**src/rtl/ptw_pkg.sv**
```systemverilog
package ptw_pkg;
  localparam int L1_W   = 8;
  localparam int L2_W   = 6;
  localparam int L3_W   = 6;
  localparam int OFF_W  = 12;
  localparam int VPN_W  = L1_W + L2_W + L3_W;
  localparam int PA_W   = 32;
  localparam int PPN_W  = PA_W - OFF_W;
  localparam int PTE_W  = 32;
  localparam int PERM_W = 10;
  localparam int CTX_W  = 8;
  localparam int LVL_W  = 2;

  typedef enum logic [1:0] {
    ET_INVALID = 2'b00,
    ET_POINTER = 2'b01,
    ET_LEAF    = 2'b10,
    ET_RSVD    = 2'b11
  } etype_t;

  typedef enum logic [1:0] {
    WS_IDLE = 2'b00,
    WS_REQ  = 2'b01,
    WS_WAIT = 2'b10
  } wstate_t;
endpackage

```
**src/rtl/ptw_addr_gen.sv**
```systemverilog
module ptw_addr_gen
  import ptw_pkg::*;
#(
  parameter int P_L1_W  = L1_W,
  parameter int P_L2_W  = L2_W,
  parameter int P_L3_W  = L3_W,
  parameter int P_CTX_W = CTX_W,
  parameter int P_PA_W  = PA_W,
  localparam int P_VPN_W = P_L1_W + P_L2_W + P_L3_W
) (
  input  logic [1:0]         lvl,
  input  logic [P_VPN_W-1:0] vpn,
  input  logic [P_CTX_W-1:0] ctx,
  input  logic [P_PA_W-1:0]  base,
  output logic [P_PA_W-1:0]  addr
);
  logic [P_PA_W-1:0] idx_ext;

  always_comb begin
    idx_ext = '0;
    case (lvl)
      2'd0: idx_ext[P_CTX_W-1:0] = ctx;
      2'd1: idx_ext[P_L1_W-1:0]  = vpn[P_VPN_W-1 -: P_L1_W];
      2'd2: idx_ext[P_L2_W-1:0]  = vpn[P_L2_W+P_L3_W-1 -: P_L2_W];
      default: idx_ext[P_L3_W-1:0] = vpn[P_L3_W-1:0];
    endcase
  end

  assign addr = base + (idx_ext << 2);
endmodule

```
**src/rtl/ptw_pte_decode.sv**
```systemverilog
module ptw_pte_decode
  import ptw_pkg::*;
#(
  parameter int P_L2_W   = L2_W,
  parameter int P_L3_W   = L3_W,
  parameter int P_VPN_W  = VPN_W,
  parameter int P_PPN_W  = PPN_W,
  parameter int P_PTE_W  = PTE_W,
  parameter int P_PA_W   = PA_W,
  parameter int P_PERM_W = PERM_W
) (
  input  logic [P_PTE_W-1:0]  pte,
  input  logic [1:0]          lvl,
  input  logic [P_VPN_W-1:0]  vpn,
  output logic                descend,
  output logic                leaf,
  output logic [P_PA_W-1:0]   next_base,
  output logic [P_PPN_W-1:0]  ppn,
  output logic [P_PERM_W-1:0] perm
);
  etype_t              et;
  logic [P_PPN_W-1:0]  keep_mask;
  logic [P_PPN_W-1:0]  vpn_ext;

  assign et        = etype_t'(pte[1:0]);
  assign descend   = (et == ET_POINTER) && (lvl != 2'd3);
  assign leaf      = (et == ET_LEAF) && (lvl != 2'd0);
  assign next_base = {pte[P_PA_W-1:2], 2'b00};
  assign perm      = pte[P_PERM_W+1:2];
  assign vpn_ext   = P_PPN_W'(vpn);

  // Index bits not consumed by the walk are copied from the VPN.
  always_comb begin
    case (lvl)
      2'd1:    keep_mask = {{(P_PPN_W-P_L2_W-P_L3_W){1'b0}}, {(P_L2_W+P_L3_W){1'b1}}};
      2'd2:    keep_mask = {{(P_PPN_W-P_L3_W){1'b0}}, {P_L3_W{1'b1}}};
      default: keep_mask = '0;
    endcase
  end

  assign ppn = (pte[P_PTE_W-1 -: P_PPN_W] & ~keep_mask) | (vpn_ext & keep_mask);
endmodule

```
**src/rtl/pt_walker.sv**
```systemverilog
module pt_walker
  import ptw_pkg::*;
(
  input  logic              clk,
  input  logic              rst_n,
  input  logic [PA_W-1:0]   ctx_table_base,
  input  logic              miss_valid,
  output logic              miss_ready,
  input  logic [VPN_W-1:0]  miss_vpn,
  input  logic [CTX_W-1:0]  miss_ctx,
  output logic              mem_req_valid,
  input  logic              mem_req_ready,
  output logic [PA_W-1:0]   mem_req_addr,
  input  logic              mem_rsp_valid,
  input  logic [PTE_W-1:0]  mem_rsp_data,
  output logic              refill_valid,
  output logic [PPN_W-1:0]  refill_ppn,
  output logic [PERM_W-1:0] refill_perm,
  output logic [LVL_W-1:0]  refill_level,
  output logic              fault_valid,
  output logic [LVL_W-1:0]  fault_level
);
  wstate_t             state_q, state_d;
  logic [1:0]          lvl_q, lvl_d;
  logic [PA_W-1:0]     base_q, base_d;
  logic [VPN_W-1:0]    vpn_q;
  logic [CTX_W-1:0]    ctx_q;
  logic                capture;
  logic                done_d, fault_d;
  logic                refill_q, fault_q;
  logic [PPN_W-1:0]    ppn_q;
  logic [PERM_W-1:0]   perm_q;
  logic [1:0]          end_lvl_q;

  logic                dec_descend, dec_leaf;
  logic [PA_W-1:0]     dec_next_base;
  logic [PPN_W-1:0]    dec_ppn;
  logic [PERM_W-1:0]   dec_perm;

  ptw_addr_gen u_addr (
    .lvl  (lvl_q),
    .vpn  (vpn_q),
    .ctx  (ctx_q),
    .base (base_q),
    .addr (mem_req_addr)
  );

  ptw_pte_decode u_dec (
    .pte       (mem_rsp_data),
    .lvl       (lvl_q),
    .vpn       (vpn_q),
    .descend   (dec_descend),
    .leaf      (dec_leaf),
    .next_base (dec_next_base),
    .ppn       (dec_ppn),
    .perm      (dec_perm)
  );

  // Next-state logic
  always_comb begin
    state_d = state_q;
    lvl_d   = lvl_q;
    base_d  = base_q;
    capture = 1'b0;
    done_d  = 1'b0;
    fault_d = 1'b0;
    case (state_q)
      WS_IDLE: begin
        if (miss_valid) begin
          capture = 1'b1;
          lvl_d   = 2'd0;
          base_d  = ctx_table_base;
          state_d = WS_REQ;
        end
      end
      WS_REQ: begin
        if (mem_req_ready) state_d = WS_WAIT;
      end
      WS_WAIT: begin
        if (mem_rsp_valid) begin
          if (dec_descend) begin
            lvl_d   = lvl_q + 2'd1;
            base_d  = dec_next_base;
            state_d = WS_REQ;
          end else if (dec_leaf) begin
            done_d  = 1'b1;
            state_d = WS_IDLE;
          end else begin
            fault_d = 1'b1;
            state_d = WS_IDLE;
          end
        end
      end
      default: state_d = WS_IDLE;
    endcase
  end

  // Registers
  always_ff @(posedge clk or negedge rst_n) begin
    if (!rst_n) begin
      state_q   <= WS_IDLE;
      lvl_q     <= 2'd0;
      base_q    <= '0;
      vpn_q     <= '0;
      ctx_q     <= '0;
      refill_q  <= 1'b0;
      fault_q   <= 1'b0;
      ppn_q     <= '0;
      perm_q    <= '0;
      end_lvl_q <= 2'd0;
    end else begin
      state_q  <= state_d;
      lvl_q    <= lvl_d;
      base_q   <= base_d;
      refill_q <= done_d;
      fault_q  <= fault_d;
      if (capture) begin
        vpn_q <= miss_vpn;
        ctx_q <= miss_ctx;
      end
      if (done_d) begin
        ppn_q  <= dec_ppn;
        perm_q <= dec_perm;
      end
      if (done_d || fault_d) end_lvl_q <= lvl_q;
    end
  end

  assign miss_ready    = (state_q == WS_IDLE);
  assign mem_req_valid = (state_q == WS_REQ);
  assign refill_valid  = refill_q;
  assign refill_ppn    = ppn_q;
  assign refill_perm   = perm_q;
  assign refill_level  = end_lvl_q;
  assign fault_valid   = fault_q;
  assign fault_level   = end_lvl_q;
endmodule

```
**config.mk**
```make
export PLATFORM = sky130hd
export DESIGN_NAME = pt_walker
export DESIGN_NICKNAME = d
export VERILOG_FILES = /design/src/rtl/ptw_pkg.sv /design/src/rtl/ptw_addr_gen.sv /design/src/rtl/ptw_pte_decode.sv /design/src/rtl/pt_walker.sv
export SDC_FILE = /design/constraint.sdc
export NUM_CORES = 1
export LEC_CHECK = 0
export CAP_MARGIN = 30
export CORE_MARGIN = 5
export CORE_UTILIZATION = 40
export DETAILED_ROUTE_END_ITERATION = 10
export DONT_BUFFER_PORTS = 1
export GPL_ROUTABILITY_DRIVEN = 1
export PLACE_DENSITY = 0.63
export SETUP_SLACK_MARGIN = 0.1
export SYNTH_ARGS = -nofsm -noshare
export SYNTH_HDL_FRONTEND = slang
export SYNTH_SLANG_ARGS = --single-unit
export TNS_END_PERCENT = 20
```
**constraint.sdc**
```tcl
create_clock -name clk -period 3.4 [get_ports clk]
set_input_delay 0.17 -clock clk [delete_from_list [all_inputs] [get_ports clk]]
set_output_delay 0.17 -clock clk [all_outputs]
set_load 0.01 [all_outputs]
```
==> summary.md, run 1 <==
| Metric | Value |
|---|---|
| Post-route DRC | 0 |
| Critical path capture point type | output pin |
| First-pass DRT Iterations | 5 |
| Worst Tran Pin Value | 0.9185 ns |
| MaxCap Viol Count | 0 |
| Hold Startpoint | mem_rsp_valid |
| Max_slew headroom | 38.70% |
| CTS tree | built |
| Minimum clock period | 3.410 ns |
| Dpl cell area | 5195 sq um |
| Unrepaired setup endpoints after global routing | true |
| Slew Viols, Final | 0 |
| Critical Path Most Common Cell | buf_6 |
| Global-route wire length before repair | 22.01 mm |
| Worst Skew | 0.01042 ns |
| Worst Hold Endpoint | lvl_q[0] |
| Total Die Area | 14980 sq um |
| Status | finished with violations |
| Finish-stage setup viols | 2 |
| Clk sinks | 98 |
| Number of global-route vias before repair | 3993 |
| Ys flop type | dfrtp_1 |
| CP max stage cell | dfrtp_1 |
| Overflow after GRT | 0 |
| Die span in x | 122.4 um |
| Syn_area_per_cell | 10.19 sq um |
| Num CTS Buffers | 9 |
| Worst Path Max Fanout | 6 |
| Worst path required time | 3.23 ns |
| Reg2reg end | lvl_q[1] |
| Vias per Instance | 5.350 |
| Antenna violations before repair | 1 |
| Detailed placement HPWL | 10.69 mm |
| Post-synth ARST share | 100.0% |
| Final Power | 6297 uW |
| P_leak | 0.002816 uW |
| Worst path arrival time | 3.24 ns |
| Pwr Density | 963.0 nW/um^2 |
| Port Buffers | 0 |
| Rows | 41 |
| Critical path buffers and inverters | 2 |
| Clk_lat worst skew | 0.35 ns |
| Worst r2r path cells | 7 |
| Slowest cell delay on critical path | 0.42 ns |
| Tot GR Track Use | 19.51% |
| Core Box Area | 12520 sq um |
| Syn_nets | 607 |
| Final Hold Viols | 0 |
| Fmax | 0.2933 GHz |
| Post-Route WL | 15.02 mm |
| WHS Path Cells | 2 |
| Clock-pin slew on the worst setup and hold paths | 0.06 ns |
| EDFF count, synth | 0 |
| FILL cells | 1145 |
| Failing checks | negative setup slack |
| Die Y | 122.4 um |
| Post-Syn Instances | 496 |
| CP Launch Type | register |
| Design area | 6539 sq um |
| Antenna-violating nets left | 0 |
| Starting Density | 40.36% |
| Largest net degree at the start of global routing | 99 |
| Tightest Hold Check Type | in -> reg |
| CP Cell Sequence | buf_6 > ha_4 > a222oi_1 > mux2i_1 > ha_1 > o211ai_1 > o21a_2 > a211oi_4 > buf_6 > nand3_1 > xnor2_2 |
| Reg-to-Reg Start | lvl_q[0] |
| Final #Nets | 672 |
| RePlAce Congestion | 0.8665 |
| DR vias | 3954 |
| H-tree depth | 3 |
| Maximum vdd drop | 0.0004855 V |
| Share of cells above drive strength 1 | 19.96% |
| Yosys warning total | 0 |
| Final Cycle Share | 100.3% |
| R2R setup slack | 0.93 ns |
| Initial drt markers | 211 |
| Area grow syn2layout | 29.42% |
| Clock root buffer | clkbuf_16 |
| Register bit total from synthesis | 98 |
| DR WL/cell | 20.32 um |
| Top delay family on crit path | compound AO/OA/AOI/OAI gates |
| Synth unique cells | 41 |
| Setup ws final | -0.009674 ns |
| Sequential area share after synthesis | 48.54% |
| Ports | 167 |
| Synthesized area | 5052 sq um |
| Longest Clk Path Bufs | 2 |
| Crit Path Category | reg -> out |
## power by group
group | leakage, uW | internal [uW] | switching, uW
Sequential | 0.00123 | 1620 | 580
Clock | 0.000147 | 573 | 450
Combinational | 0.00144 | 1400 | 1670
Total | 0.00282 | 3600 | 2700
## routing by layer
metal / vias to the layer above / wire, um / GRT usage [%]
li1: 1850 / - / -
met3: 30 / 1263 / 7.512
met5: - / 0 / 0
met2: 160 / 7480 / 31.71
met4: 0 / 328 / 6.578
met1: 1914 / 5946 / 23.82
## metrics by stage
step | TNS, ns | util [%] | worst slack [ns] | hold slack, ns | instances
after detailed placement | 0 | 41.50 | 0.1896 | -0.1214 | 646
final | -0.01254 | 52.24 | -0.009674 | 0.008961 | 739
after global routing | -0.9525 | 52.24 | -0.1170 | 0.01985 | 739
after global placement | 0 | 41.28 | 0.3268 | -0.1217 | 645
after floorplan | 0 | - | 0.5058 | -0.1256 | 496
after CTS | 0 | 49.69 | 0.05125 | 0.0006985 | 727
## state kept, by name (all words and copies together) (netlist names)
register / cells
refill_valid: 1
base_q: 32
refill_perm: 10
lvl_q: 2
ctx_q: 8
fault_valid: 1
state_q: 2
vpn_q: 20
fault_level: 2
refill_ppn: 20
## cell type report
type | instances | area (sq um) | share of cell area (%)
Multi-Input combinational cell | 357 | 2713 | 41.48
Sequential cell | 98 | 2454 | 37.52
Timing Repair Buffer | 83 | 812.0 | 12.42
Clock buffer | 10 | 229.0 | 3.502
Tap cell | 172 | 215.2 | 3.291
Clock inverter | 6 | 66.31 | 1.014
Inverter | 12 | 47.55 | 0.7271
Antenna cell | 1 | 2.502 | 0.03827
## synth_stat cells (2+ instances only)
cell / n / share of area [%]
buf_2: 13 / 1.3
nand3_1: 15 / 1.5
mux2i_1: 48 / 9.5
clkbuf_1: 8 / 0.59
dfrtp_1: 98 / 49
ha_1: 13 / 3.2
buf_1: 2 / 0.15
a22o_1: 4 / 0.69
and3_1: 5 / 0.62
a21oi_1: 19 / 1.9
or2_1: 2 / 0.25
buf_4: 4 / 0.59
xnor2_1: 21 / 3.6
nor2b_1: 2 / 0.25
nand2_1: 99 / 7.4
a211oi_1: 3 / 0.45
nor2_1: 19 / 1.4
nand4_1: 7 / 0.87
o21ai_0: 41 / 4.1
xor2_1: 6 / 1.0
mux2_2: 24 / 5.3
buf_6: 2 / 0.45
inv_1: 11 / 0.82
a222oi_1: 6 / 1.2
o21ai_1: 2 / 0.20
a21o_1: 4 / 0.59
o211ai_1: 2 / 0.30
nor3_1: 3 / 0.30
## repair_timing
item                       4_1_cts  5_1_grt
setup endpoints to repair       23       22
gates resized for setup         17       39
hold buffers                    56        0
hold endpoints to repair       151        0
pin swaps                       10       25
setup buffers                    9       11
## cells by family (layout without fill, tap and decap cells)
group                    Yosys count  after routing  share of synthesized area [%]
AND/OR/NAND/NOR                  159            159                          14.14
AO/OA/AOI/OAI                     85             85                          10.20
buffers and inverters             41            111                          3.962
multiplexers                      72             72                          14.86
XOR/XNOR                          27             27                          4.681
adder cells (fa/ha/maj)           14             14                          3.616
other                              0              1                              0
flip-flops                        98             98                          48.54
## cells in the final DEF (no fill, tap or decap), types with 9 or more instances in the layout
cell | Yosys | layout
a21oi_1 | 19 | 16
buf_4 | 4 | 23
clkbuf_16 | 0 | 9
dfrtp_1 | 98 | 97
dlygate4sd3_1 | 0 | 55
inv_1 | 11 | 9
mux2_2 | 24 | 24
mux2i_1 | 48 | 47
nand2_1 | 99 | 98
nand3_1 | 15 | 12
nor2_1 | 19 | 16
o21ai_0 | 41 | 41
xnor2_2 | 0 | 11
## worst max-delay path by stage
stage               depth (start not counted)  startpoint                to  slack [ns]
floorplan                                  12    lvl_q[0]  mem_req_addr[24]        0.51
global placement                           11    lvl_q[0]  mem_req_addr[14]        0.33
detailed placement                         11    lvl_q[0]  mem_req_addr[26]        0.19
global route                               11    lvl_q[0]  mem_req_addr[28]       -0.12
CTS                                        10    lvl_q[0]  mem_req_addr[26]        0.05
finish                                     11    lvl_q[1]  mem_req_addr[28]       -0.01
Note: power is estimated with default switching activity, not from simulation.
==> inputs of run 2 (changes only) <==
--- a/config.mk
+++ b/config.mk
@@ -11,7 +11,9 @@
 export DETAILED_ROUTE_END_ITERATION = 10
 export DONT_BUFFER_PORTS = 1
 export GPL_ROUTABILITY_DRIVEN = 1
+export HOLD_SLACK_MARGIN = 0.05
 export PLACE_DENSITY = 0.63
+export RECOVER_POWER = 25
 export SETUP_SLACK_MARGIN = 0.1
 export SYNTH_ARGS = -nofsm -noshare
 export SYNTH_HDL_FRONTEND = slang
==> run 2 against run 1 <==
Effect of this change:
- the run ends with max-capacitance violations, max-slew violations left
- worst setup slack better by 0.012 ns
- first-iteration DRC count is 35% higher
- clock power hardly changed
- sequential power hardly changed
- hold slack better by 0.036 ns
- non-clock buffer count is 26 higher
- register-to-register slack hardly changed
- die area stayed put
- sequential share of layout area is 1.0 points lower
- largest power group unchanged
- cell count is 3.5% higher
- highest routed layer unchanged
- total power is 0.38% higher
==> summary.md, run 2 (synthesis gave the netlist of run 1 again) <==
| Metric | Value |
|---|---|
| Status | finished with violations |
| Failing checks | max-capacitance violations, max-slew violations |
| Tot GR Track Use | 20.03% (+0.52 points) |
| Number of global-route vias before repair | 4139 (+3.7%) |
| CP Cell Sequence | buf_6 > ha_4 > a222oi_1 > mux2i_1 > ha_1 > o211ai_1 > o21a_2 > a211oi_4 > buf_4 > nand3_1 > xnor2_2 |
| Core Box Area | 12520 sq um (unchanged) |
| Antenna-violating nets left | 0 (unchanged) |
| Maximum vdd drop | 0.0004827 V (-0.58%) |
| Crit Path Category | reg -> out |
| Num CTS Buffers | 9 (unchanged) |
| WP depth | 11 (unchanged) |
| Longest Clk Path Bufs | 2 (unchanged) |
| Pwr Density | 940.1 nW/um^2 (-2.4%) |
| DR WL/cell | 20.26 um (-0.31%) |
| Worst Tran Pin Value | 2.485 ns (+1.567 ns) |
| Most frequent cells in the layout | nand2_1 (99), dfrtp_1 (97), dlygate4sd3_1 (79) |
| DR vias | 4144 (+4.8%) |
| Worst path arrival time | 3.23 ns (about the same) |
| Reg power frac | 34.7% (-0.3 points) |
| Ports | 167 (unchanged) |
| Initial drt markers | 284 (+35%) |
| Clk sinks | 98 (unchanged) |
| Detailed placement HPWL | 10.69 mm (unchanged) |
| Worst Skew | 0.01114 ns (+0.0007247 ns) |
| H-tree depth | 3 (unchanged) |
| Clock root buffer | clkbuf_16 |
| Final Cycle Share | 99.93% (-0.35 points) |
| Minimum clock period | 3.398 ns (-0.01196 ns) |
| Fmax | 0.2943 GHz (+0.35%) |
| Cell internal pwr | 3627 uW (+0.86%) |
| MaxCap Viol Count | 1 (+1) |
| Slew Viols, Final | 99 (+99) |
| Rows | 41 (unchanged) |
| Clk_lat worst skew | 0.35 ns (about the same) |
| Tightest Hold Check Type | in -> reg |
| Max_slew headroom | -65.68% (-100 points) |
| Critical path capture point type | output pin |
| Setup_tns | 0 ns (+0.01254 ns) |
| Unrepaired setup endpoints after global routing | true |
| Hold Startpoint | ctx_table_base[18] |
| R2R setup slack | 0.93 ns (about the same) |
| Die Y | 122.4 um (unchanged) |
| CTS tree | built |
| Slowest cell delay on critical path | 0.40 ns (-0.02 ns) |
| Final #Nets | 698 (+3.9%) |
| P_leak | 0.002945 uW (+4.6%) |
| Most common cell after layout, fill and taps aside | nand2_1 |
| Worst r2r path cells | 7 (unchanged) |
| Starting Density | 40.36% (unchanged) |
| CP Launch Type | register |
| Post-route DRC | 0 (unchanged) |
| Die span in x | 122.4 um (unchanged) |
| Worst Path Max Fanout | 6 (unchanged) |
| Max reg flops | 32 (unchanged) |
| Antenna violations before repair | 1 (unchanged) |
| Crit. Startpoint | lvl_q[1] |
| Area grow syn2layout | 33.09% |
| Reg-to-Reg Start | lvl_q[0] |
| Switch share | 42.63% (-0.27 points) |
| Switching power | 2694 uW (-0.25%) |
| Overflow after GRT | 0 (unchanged) |
| CP max stage cell | dfrtp_1 |
| Reg2reg end | lvl_q[1] |
| RePlAce Congestion | 0.8665 (unchanged) |
| Share of cells above drive strength 1 | 18.92% (-1.0 points) |
| First-pass DRT Iterations | 6 (+1) |
| Finish-stage setup viols | 0 (-2) |
| Dpl cell area | 5195 sq um (unchanged) |
| Total Die Area | 14980 sq um (unchanged) |
| Clk pwr share | 16.2% (about the same) |
| Worst path required time | 3.23 ns (about the same) |
| Largest net degree at the start of global routing | 99 (unchanged) |
| Setup crit end | mem_req_addr[30] |
| Logic pwr share | 49.2% (+0.4 points) |
| Global-route wire length before repair | 22.65 mm (+2.9%) |
| Top delay family on crit path | compound AO/OA/AOI/OAI gates |
| Clock-pin slew on the worst setup and hold paths | 0.07 ns (about the same) |
| Vias per Instance | 5.417 (+1.2%) |
| Port Buffers | 0 (unchanged) |
| Fin util | 53.72% (+1.5 points) |
| Critical path buffers and inverters | 2 (unchanged) |
| Final Hold Viols | 0 (unchanged) |
| Post-Route WL | 15.50 mm (+3.2%) |
| Design area | 6724 sq um (+2.8%) |
| Largest Register | base_q |
[run 2: changes by cell type in the layout (fill, tap and decap cells not counted), sizes merged]
cell	previous run	this run
buf	28	29
clkbuf	10	11
dlygate4sd3	55	79
[run 2: power groups by stage]
stage / registers, uW / logic [uW] / clock network (uW)
2_1_floorplan: 1950 / 1970 / 0
3_3_place_gp: 2140 / 2360 / 0
3_5_place_dp: 2160 / 2450 / 0
4_1_cts: 2140 / 2750 / 1050
5_1_grt: 2240 / 3400 / 1110
6_report: 2190 / 3110 / 1020
[run 2: how the worst min path moves through the flow]
stage	endpoint	slack, ns	cells after the start
global placement	ctx_q[0]	-0.12	0
floorplan	base_q[0]	-0.13	0
finish	base_q[18]	0.04	2
CTS	base_q[18]	0.05	2
detailed placement	vpn_q[8]	-0.12	0
global route	base_q[18]	0.06	2
[run 2: through the flow]
step	hold WS, ns	worst slack, ns	std cells	power (uW)
finish	0.04480	0.002286	765	6321
global route	0.05539	-0.1029	765	6746
CTS	0.05142	0.05125	751	5941
detailed placement	-0.1214	0.1896	646	4606
global placement	-0.1217	0.3268	645	4501
floorplan	-0.1256	0.5058	496	3918
[run 2: cell type report]
type,count,area [sq um]
flip-flops and latches,98,2454
fillers,1139,5793
diodes,1,2.502
well taps,172,215.2
inverters,12,47.55
clock buffers,10,229.0
clock inverters,6,66.31
repair buffers,109,1037
multi-input cells,357,2673
[run 2: metal layers]
layer	vias up	track usage, %	routed length (um)
li1	1901	-	-
met1	2012	24.38	5962
met2	195	32.46	7818
met3	36	7.604	1336
met4	0	7.278	381
met5	-	0	0
[run 2: repair_timing]
item,CTS,global route
setup buffers,9,13
gates resized for setup,17,30
setup endpoints to repair,23,22
hold buffers,80,0
pin swaps,10,22
endpoints found under the hold margin,173,0
==> inputs of run 3 (changes only) <==
--- a/config.mk
+++ b/config.mk
@@ -5,6 +5,7 @@
 export SDC_FILE = /design/constraint.sdc
 export NUM_CORES = 1
 export LEC_CHECK = 0
+export ABC_AREA = 1
 export CAP_MARGIN = 30
 export CORE_MARGIN = 5
 export CORE_UTILIZATION = 40
==> run 3 against run 2 <==
Effect of this change:
- the flow still finishes with violations (max-capacitance violations, max-slew violations)
- count of clock-buffer cells in the layout rose by 2
- highest routed layer unchanged
- clock power fell by 6%
- hold slack improved by 0.021 ns
- combinational power rose by 13%
- non-clock buffer count fell by 34
- total power rose by 7.1%
- largest power group unchanged
- synthesized cell count rose by 49%
- global-route usage fell by 0.54 points
- register-to-register slack improved by 0.21 ns
- critical path depth fell by 3
- first-iteration DRC count fell by 2.8%
==> summary.md, run 3 <==
| Metric | Value |
|---|---|
| Status | finished with violations |
| Failing checks | max-capacitance violations, max-slew violations |
| Worst Path Max Fanout | 8 (+2) |
| Top post-synthesis cells by area | dfrtp_1 (42%), nand2_1 (15%), mux2_4 (5.1%) |
| Post-Synth Adder-Cell Area | 3.097% (-0.52 points) |
| P_leak | 0.003499 uW (+19%) |
| DR vias | 5001 (+21%) |
| Critical Path Most Common Cell | ha_1 |
| Compound-Gate Fraction of Synth Area | 12.77% (+2.6 points) |
| Syn_nets | 852 (+40%) |
| Top-count cell post-synth | nand2_1 |
| Mux cell area share after synthesis | 6.619% (-8.2 points) |
| Tot GR Track Use | 19.48% (-0.54 points) |
| Most frequent cells in the layout | nand2_1 (229), dfrtp_1 (98), inv_1 (75) |
| CTS tree | built |
| Slowest cell delay on critical path | 0.40 ns (about the same) |
| Worst Tran Pin Value | 2.497 ns (+0.01224 ns) |
| MaxCap Viol Count | 1 (unchanged) |
| Ys flop type | dfrtp_1 |
| Register bit total from synthesis | 98 (unchanged) |
| Minimum clock period | 3.037 ns (-0.3604 ns) |
| Sequential area share after synthesis | 41.58% (-7.0 points) |
| Synth Area in XOR/XNOR | 1.485% (-3.2 points) |
| Simple-gate share of the synthesized area | 25.88% (+12 points) |
| Tightest Hold Check Type | in -> reg |
| Largest Register | base_q |
| Critical path buffers and inverters | 1 (-1) |
| Finish-stage setup viols | 0 (unchanged) |
| Top delay family on crit path | adder cells |
| EDFF count, synth | 0 (unchanged) |
| Main combinational cell family by area after synthesis | simple AND/OR/NAND/NOR gates |
| Die span in x | 131.4 um (+7.4%) |
| Post-Route WL | 17.04 mm (+9.9%) |
| Yosys top cell area share | 41.58% (-7.0 points) |
| Synth unique cells | 34 (-17%) |
| Global-route wire length before repair | 26.72 mm (+18%) |
| Port Buffers | 0 (unchanged) |
| Post-Syn Instances | 741 (+49%) |
| Num CTS Buffers | 9 (unchanged) |
| Most common cell after layout, fill and taps aside | nand2_1 |
| Detailed placement HPWL | 12.80 mm (+20%) |
| Clock root buffer | clkbuf_16 |
| Initial drt markers | 276 (-2.8%) |
| Post-synth ARST share | 100.0% (unchanged) |
| Final Hold Viols | 0 (unchanged) |
| Total Die Area | 17270 sq um (+15%) |
| Longest Clk Path Bufs | 2 (unchanged) |
| Synthesized area | 5898 sq um (+17%) |
| Yosys warning total | 0 (unchanged) |
| DR WL/cell | 17.26 um (-15%) |
| CP Cell Sequence | inv_1 > ha_1 > a22o_1 > ha_1 > a21oi_1 > nand2b_1 > nand3_1 > xor2_1 |
| Maximum vdd drop | 0.0004780 V (-0.96%) |
| # placed instances | 899 (+39%) |
| Post-route DRC | 0 (unchanged) |
| CP max stage cell | dfrtp_1 |
| Antenna violations before repair | 0 (-1) |
| Die Y | 131.4 um (+7.4%) |
| RePlAce Congestion | 0.8682 (+0.20%) |
| Fmax | 0.3292 GHz (+12%) |
| Unrepaired setup endpoints after global routing | true |
| Clock-pin slew on the worst setup and hold paths | 0.07 ns (about the same) |
| Worst path arrival time | 2.87 ns (-0.36 ns) |
| Clk_lat worst skew | 0.35 ns (about the same) |
| CP Launch Type | register |
| Worst path required time | 3.23 ns (about the same) |
| Area grow syn2layout | 18.26% |
| Number of global-route vias before repair | 4804 (+16%) |
| Ports | 167 (unchanged) |
| Crit Path Category | reg -> out |
| Final Cycle Share | 89.33% (-11 points) |
| Antenna-violating nets left | 0 (unchanged) |
| Share of cells above drive strength 1 | 13.08% (-5.8 points) |
| Max reg flops | 32 (unchanged) |
| Vias per Instance | 5.067 (-6.5%) |
| Max_slew headroom | -66.49% (-0.82 points) |
| FILL cells | 1429 (+25%) |
| Core Box Area | 14480 sq um (+16%) |
| First-pass DRT Iterations | 6 (unchanged) |
| Non-Filler Instances | 987 (+29%) |
| Largest net degree at the start of global routing | 99 (unchanged) |
| Critical path capture point type | output pin |
| Final #Nets | 909 (+30%) |
| R2R setup slack | 1.14 ns (+0.21 ns) |
| Rows | 44 (+7.3%) |
| Cell type with the largest total area after synthesis | dfrtp_1 |
| Antenna cells | 0 (-1) |
| H-tree depth | 3 (unchanged) |
| Worst Skew | 0.009599 ns (-0.001546 ns) |
| Setup_tns | 0 ns (unchanged) |
| Pwr Density | 970.1 nW/um^2 (+3.2%) |
| Clk sinks | 98 (unchanged) |
| Starting Density | 40.74% (+0.37 points) |
| Syn_area_per_cell | 7.960 sq um (-22%) |
| Post-synth top cells | nand2_1 (229), dfrtp_1 (98), inv_1 (75), nor2_1 (63), nand3_1 (47) |
| Overflow after GRT | 0 (unchanged) |
| Slew Viols, Final | 99 (unchanged) |
run 3: cell count changes after synthesis, moves of 20 or more:
cell | before | now
a21oi_1 | 19 | 42
mux2_4 | 0 | 20
nand3_1 | 15 | 47
nand2_1 | 99 | 229
inv_1 | 11 | 75
mux2i_1 | 48 | 0
xnor2_1 | 21 | 0
nor2_1 | 19 | 63
run 3: power by group:
part	internal [uW]	switching (uW)	total (uW)
Sequential	1690	596	2290
Combinational	1270	2250	3520
Clock	517	445	963
Total	3470	3290	6770
run 3: per-layer routing:
metal  up-vias  GRT usage (%)  wire [um]
met5         -              0          0
met4         0          5.657        285
met3        17          4.472        863
met2       131          31.09       8086
met1      2357          26.61       7802
li1       2496              -          -
run 3: through the flow:
stage / utilization [%] / power, uW / instance area [sq um] / hold WS (ns) / setup slack, ns
final: 48.18 / 6767 / 6975 / 0.06582 / 0.3627
after global routing: 48.18 / 7308 / 6975 / 0.06111 / 0.07859
after CTS: 48.12 / 6780 / 6967 / 0.05112 / 0.1220
after detailed placement: 41.13 / 5694 / 5956 / -0.1221 / 0.5148
after global placement: 41.13 / 5656 / 5956 / -0.1220 / 0.5626
after floorplan: - / 4938 / 5898 / -0.1256 / 0.8820
run 3: what timing repair did:
action / CTS / global route
endpoints found under the hold margin: 165 / 0
endpoints found under the setup margin: 0 / 11
setup buffers: 0 / 0
hold buffers: 72 / 0
resized for setup: 0 / 6
run 3: final cells by class:
| class | instances | area [sq um] | share of cell area (%) |
|---|---|---|---|
| Sequential cell | 98 | 2452 | 35.16 |
| Tap cell | 184 | 230.2 | 3.300 |
| Inverter | 80 | 305.3 | 4.377 |
| Timing Repair Buffer | 75 | 738.2 | 10.58 |
| Multi-Input combinational cell | 534 | 2977 | 42.67 |
| Clock inverter | 4 | 26.28 | 0.3767 |
| Clock buffer | 12 | 246.5 | 3.534 |
run 3: final timing paths:
| path | from | to | cells past startpoint |
|---|---|---|---|
| hold / removal | ctx_table_base[19] | base_q[19] | 4 |
| max in group asynchronous | rst_n | base_q[4] | 2 |
| min in group asynchronous | rst_n | base_q[28] | 2 |
| setup reg to reg | state_q[0] | refill_ppn[12] | 6 |
| setup / recovery | lvl_q[1] | mem_req_addr[12] | 8 |
| hold reg to reg | base_q[2] | base_q[2] | 2 |
run 3: worst min-delay path, cell delays in order:
cell,delay (ns)
nand2_1,0.03
o21ai_0,0.06
nand2_1,0.07
o21ai_2,0.05
run 3: cells by family (layout without fill, tap and decap cells):
kind of cell,Yosys count,in the layout
and+or+nand+nor,368,368
muxes,28,28
xor gates and xnor gates,10,10
buffers and inverters,109,171
AOI/OAI and AO/OA,114,114
DFF,98,98
adders and majority gates,14,14
